--- src/rtl/edac_pkg.sv ---
package edac_pkg;

    localparam int DW = 16;
    localparam int CW = 6;
    localparam int SW = DW + CW;
    localparam int HALF = DW / 2;
    localparam logic [CW-1:0] INV_MASK = CW'(3);

    typedef enum logic [1:0] {
        MODE_GEN     = 2'b00,
        MODE_READ    = 2'b01,
        MODE_CORRECT = 2'b10,
        MODE_FLAG    = 2'b11
    } mode_e;

    typedef struct packed {
        logic [DW-1:0] data;
        logic [CW-1:0] chk;
    } cword_t;

    typedef struct packed {
        logic          single;
        logic          dual;
        logic [DW-1:0] flip;
    } diag_t;

    // Column of data bit idx: 3-of-6 patterns built from complementary pairs.
    function automatic logic [CW-1:0] col_code(input int idx);
        int k;
        logic [CW-1:0] pat;
        logic [CW-1:0] cand;
        k   = 0;
        pat = '0;
        for (int v = 0; v < (1 << (CW - 1)); v++) begin
            cand = CW'(v);
            if ($countones(cand) == 3) begin
                if (k == (idx % HALF)) pat = cand;
                k++;
            end
        end
        return (idx < HALF) ? pat : ~pat;
    endfunction

    // Data bits that feed check bit row.
    function automatic logic [DW-1:0] row_mask(input int row);
        logic [DW-1:0] m;
        logic [CW-1:0] c;
        m = '0;
        for (int i = 0; i < DW; i++) begin
            c = col_code(i);
            m[i] = c[row];
        end
        return m;
    endfunction

endpackage

--- src/rtl/edac_mode_sync.sv ---
module edac_mode_sync
    import edac_pkg::*;
#(
    parameter int STAGES = 2
) (
    input  logic  clk,
    input  logic  rst,
    input  logic  strobe_in,
    input  logic  route_in,
    output mode_e mode,
    output logic  capture
);
    logic [1:0] chain [STAGES];
    logic       strobe_prev;

    always_ff @(posedge clk) begin
        if (rst) begin
            for (int k = 0; k < STAGES; k++) chain[k] <= 2'b00;
            strobe_prev <= 1'b0;
        end else begin
            chain[0] <= {strobe_in, route_in};
            for (int k = 1; k < STAGES; k++) chain[k] <= chain[k-1];
            strobe_prev <= chain[STAGES-1][1];
        end
    end

    assign mode    = mode_e'(chain[STAGES-1]);
    assign capture = chain[STAGES-1][1] & chain[STAGES-1][0] & ~strobe_prev;

endmodule

--- src/rtl/edac_check_gen.sv ---
module edac_check_gen
    import edac_pkg::*;
(
    input  logic [DW-1:0] data,
    output logic [CW-1:0] chk
);
    for (genvar j = 0; j < CW; j++) begin : g_row
        localparam logic [DW-1:0] RMASK = row_mask(j);
        assign chk[j] = (^(data & RMASK)) ^ INV_MASK[j];
    end

endmodule

--- src/rtl/edac_syn_decode.sv ---
module edac_syn_decode
    import edac_pkg::*;
(
    input  logic [CW-1:0] syn,
    output diag_t         diag
);
    logic [DW-1:0] hit;
    logic          one_hot;
    logic          nonzero;

    for (genvar i = 0; i < DW; i++) begin : g_col
        localparam logic [CW-1:0] COL = col_code(i);
        assign hit[i] = (syn == COL);
    end

    always_comb begin
        nonzero     = |syn;
        one_hot     = ($countones(syn) == 1);
        diag.flip   = hit;
        diag.dual   = nonzero && !one_hot && !(|hit);
        diag.single = nonzero;
    end

endmodule

--- src/rtl/edac_sec_ded.sv ---
module edac_sec_ded
    import edac_pkg::*;
#(
    parameter int SYNC_STAGES = 2
) (
    input  logic          clk,
    input  logic          rst,
    input  logic          ctl_strobe,
    input  logic          ctl_route,
    input  logic [DW-1:0] data_in,
    input  logic [CW-1:0] check_in,
    output logic [DW-1:0] data_out,
    output logic          data_oe,
    output logic [CW-1:0] check_out,
    output logic          check_oe,
    output logic          err_single,
    output logic          err_double
);
    mode_e         mode_q;
    logic          latch_fire;
    cword_t        word_q;
    logic          flag_en;
    logic [CW-1:0] gen_in;
    logic [CW-1:0] gen_stored;
    logic [CW-1:0] syndrome;
    diag_t         diag;

    edac_mode_sync #(.STAGES(SYNC_STAGES)) u_sync (
        .clk       (clk),
        .rst       (rst),
        .strobe_in (ctl_strobe),
        .route_in  (ctl_route),
        .mode      (mode_q),
        .capture   (latch_fire)
    );

    always_ff @(posedge clk) begin
        if (rst) begin
            word_q  <= '0;
            flag_en <= 1'b0;
        end else begin
            if (latch_fire) begin
                word_q.data <= data_in;
                word_q.chk  <= check_in;
                flag_en     <= 1'b1;
            end else if (!mode_q[1]) begin
                flag_en <= 1'b0;
            end
        end
    end

    edac_check_gen u_gen_wr (.data(data_in),     .chk(gen_in));
    edac_check_gen u_gen_rd (.data(word_q.data), .chk(gen_stored));

    assign syndrome = word_q.chk ^ gen_stored;

    edac_syn_decode u_dec (.syn(syndrome), .diag(diag));

    always_comb begin
        data_out   = '0;
        data_oe    = 1'b0;
        check_out  = '0;
        check_oe   = 1'b0;
        err_single = 1'b0;
        err_double = 1'b0;
        unique case (mode_q)
            MODE_GEN: begin
                check_oe  = 1'b1;
                check_out = gen_in;
            end
            MODE_READ: begin
            end
            MODE_FLAG: begin
                err_single = flag_en & diag.single;
                err_double = flag_en & diag.dual;
            end
            MODE_CORRECT: begin
                data_oe    = 1'b1;
                check_oe   = 1'b1;
                data_out   = word_q.data ^ diag.flip;
                check_out  = syndrome;
                err_single = flag_en & diag.single;
                err_double = flag_en & diag.dual;
            end
            default: begin
            end
        endcase
    end

endmodule

--- config.mk ---
export PLATFORM = sky130hd
export DESIGN_NAME = edac_sec_ded
export DESIGN_NICKNAME = d
export VERILOG_FILES = /design/src/rtl/edac_pkg.sv /design/src/rtl/edac_mode_sync.sv /design/src/rtl/edac_check_gen.sv /design/src/rtl/edac_syn_decode.sv /design/src/rtl/edac_sec_ded.sv
export SDC_FILE = /design/constraint.sdc
export NUM_CORES = 1
export LEC_CHECK = 0
export BUFFER_PORTS_ARGS = -buffer_cell sky130_fd_sc_hd__buf_2
export CORE_AREA = 2 2 70 72
export DETAILED_ROUTE_END_ITERATION = 8
export DIE_AREA = 0 0 72 74
export PLACE_DENSITY = 0.89
export SKIP_CTS_REPAIR_TIMING = 1
export SYNTH_ARGS = -nofsm -noshare
export SYNTH_HDL_FRONTEND = slang
export SYNTH_HIERARCHICAL = 1
export SYNTH_SLANG_ARGS = --single-unit
export TNS_END_PERCENT = 5
--- constraint.sdc ---
create_clock -name clk -period 5.14 [get_ports clk]
set_clock_uncertainty 0.2 [all_clocks]
set_input_delay 0.514 -clock clk [delete_from_list [all_inputs] [get_ports clk]]
set_output_delay 0.514 -clock clk [all_outputs]
set_load 0.05 [all_outputs]
==> run metrics <==
Hold/Removal Path Class primary input to flop; leak pwr between 0.001 and 0.0015 µW; FF/Latch Area between 500 and 600 µm²; antenna violations before repair 0; num ports between 50 and 60; vias in the first global route between 1.5k and 2k; post-synthesis sequential area ratio 22.4%; IO Port Bufs 51; CTS tree yes; core footprint ~4600 µm²; Yosys reg bits 28; die width a little over 70 µm; routability congestion estimate from global placement 0.871; Max clock buf depth 2; multi-input logic area ~1800 µm²; DRC 0; status complete, no violations; Power Density between 200 and 250 nW/µm²; clock latency on the worst-skew pair around 280 ps; fmax roughly 0.22 GHz; Crit Path Class flop to output port; fin util 61.1%; CTS Root Cell clkbuf_8; GRT Overall Usage a little under a quarter; Sw Share a little over a third; Routed Wire Length 5830 µm; Max Cap Violations 0; starting density of the core 54.5%; fin. max-slew vios 0; slew margin rel. about half; Yosys top cell area share about 27%; share of cells above drive strength 1 a little over a fifth; Fin. Hold Viols 0; DIE AREA about 5300 µm²; RSZ-0062 raised after global routing false; capturing element type of the critical path output port; critical path data arrival time roughly 4000 ps; top-count cell post-synth xnor2_1; crit share post-route 89.9%; CTS Buf Count 3; EDFF count, synth 0; Critical Path RT roughly 4400 ps; largest net degree at the start of global routing 29; vias per inst about 5.4; Peak VDD IR ~0.00019 V; mapped cell area 2500 µm²; Primary FF master, synth dfxtp_1; Antenna Nets Post-Route 0; top cell types by occurrence after synthesis 78 x xnor2_1, 45 x nor2_1, 28 x dfxtp_1, 22 x mux2i_1, 19 x inv_1; final setup TNS 0 ps; routed vias 2035; Ant. Diodes 0; largest area contributor in the synthesized netlist xnor2_1; Post-Synthesis Cells about 280; clock transition at the registers of the reported paths about 100 ps; DR WL/cell approximately 15 µm; YS warnings 6; Site Rows 25; first-pass GRT wire length approximately 9600 µm; Syn Nets 325; clock share of power ~28%; DR iter-0 viols about 120; Comb power frac 37.3%; synthesized area per cell slightly below 9 µm²; P&R area growth vs syn 12.1%; Worst-Margin Slew about 730 ps; synth top area cells xnor2_1 27%, dfxtp_1 22%, mux2i_1 8.8%; Die Y between 70 and 80 µm; HPWL Detailed 4740 µm; Critical Path Start Type flop; final worst path period need about 4600 ps; Netlist cell types 33; worst-path maximum fanout 4; Final nets 370; switching pwr 232 µW; Fillers just under 400; # clock sinks 28; Post-synth ARST share 0%; H-tree depth 1; Int Power a little over 400 µW; grt ovf 0; Seq pwr share a little over a third; setup violators final 0; iteration count of the initial detailed-routing pass 4
[worst max-delay path, cell delays in order (launching register included)]
cell and delay [ps]:
dfxtp_1 530, xor2_2 230, xor2_1 190, xnor2_1 150
xnor2_1 110, inv_1 100, inv_1 70, ha_1 260
inv_1 40, fa_1 470, inv_1 50, ha_1 210
inv_1 70, fa_1 400, nand2_1 80, a21oi_1 50
nor4b_2 190, and3_1 170, buf_2 260
[path summary, 6_finish.rpt]
check,slack (ps),endpoint,from,cells after the start
max reg2reg,2790,word_q[21]$_SDFFE_PP0P_,u_sync/chain[0][3]$_SDFF_PP0_,4
min reg2reg,240,u_sync/chain[0][2]$_SDFF_PP0_,u_sync/chain[0][0]$_SDFF_PP0_,1
min,240,u_sync/chain[0][1]$_SDFF_PP0_,ctl_strobe,2
max,520,err_double,word_q[21]$_SDFFE_PP0P_,18
[cell families after synthesis]
group                      synth area share, %
AOI/OAI and AO/OA                         5.10
xor gates and xnor gates                  32.0
adders and majority gates                 9.09
buffers and inverters                     6.79
DFF                                       22.4
muxes                                     8.79
and+or+nand+nor                           15.9
[routing by layer]
metal  wire length (µm)  global-route usage [%]
met5                  0                       0
met4                129                    7.97
met3                331                    2.57
met2               2800                    40.8
met1               2560                    29.1
[layout by cell type (no fill, tap or decap)]
master and instances:
a211oi_1 5, a211oi_2 1, a21boi_0 1, a21oi_1 3, a22o_1 2, a22o_2 2
a22oi_1 1, and3_1 13, and3_2 5, and3b_1 1, buf_2 51, buf_4 1
bufinv_16 1, clkbuf_8 3, dfxtp_1 28, fa_1 2, ha_1 15, inv_1 19
mux2i_1 22, nand2_1 3, nand2b_1 1, nand2b_4 1, nand3_1 2, nand3b_1 1
nor2_1 45, nor2b_1 5, nor4_1 1, nor4b_2 1, o21ai_0 2, xnor2_1 78
xor2_1 6, xor2_2 4
[state kept, by name, indices dropped and copies added, names as in the netlist]
register	count
flag_en	1
u_sync/strobe_prev	1
u_sync/chain	4
word_q	22
[power groups by stage]
stage	registers (µW)	clock network (µW)	logic (µW)
5_1_grt	225	185	253
4_1_cts	225	176	238
3_3_place_gp	229	0	230
3_5_place_dp	230	0	235
6_report	225	177	239
2_1_floorplan	226	0	183
[final cells by class]
type	count	area share [%]
multi-input cells	223	63.2
clock inverters	1	1.07
well taps	54	2.41
repair buffers	52	9.36
flip-flops and latches	28	20.0
clock buffers	3	1.47
inverters	19	2.54
[through the flow]
| step | cells | total power [µW] | hold slack (ps) | area (µm²) | worst slack [ps] |
|---|---|---|---|---|---|
| global route | 380 | 664 | 270 | 2810 | 258 |
| CTS | 380 | 638 | 239 | 2810 | 497 |
| global placement | 376 | 459 | 217 | 2740 | 935 |
| floorplan | 282 | 410 | 214 | 2500 | 1050 |
| detailed placement | 376 | 465 | 224 | 2740 | 834 |
| finish | 380 | 640 | 239 | 2810 | 519 |
Power figures use the tool's default switching activity.
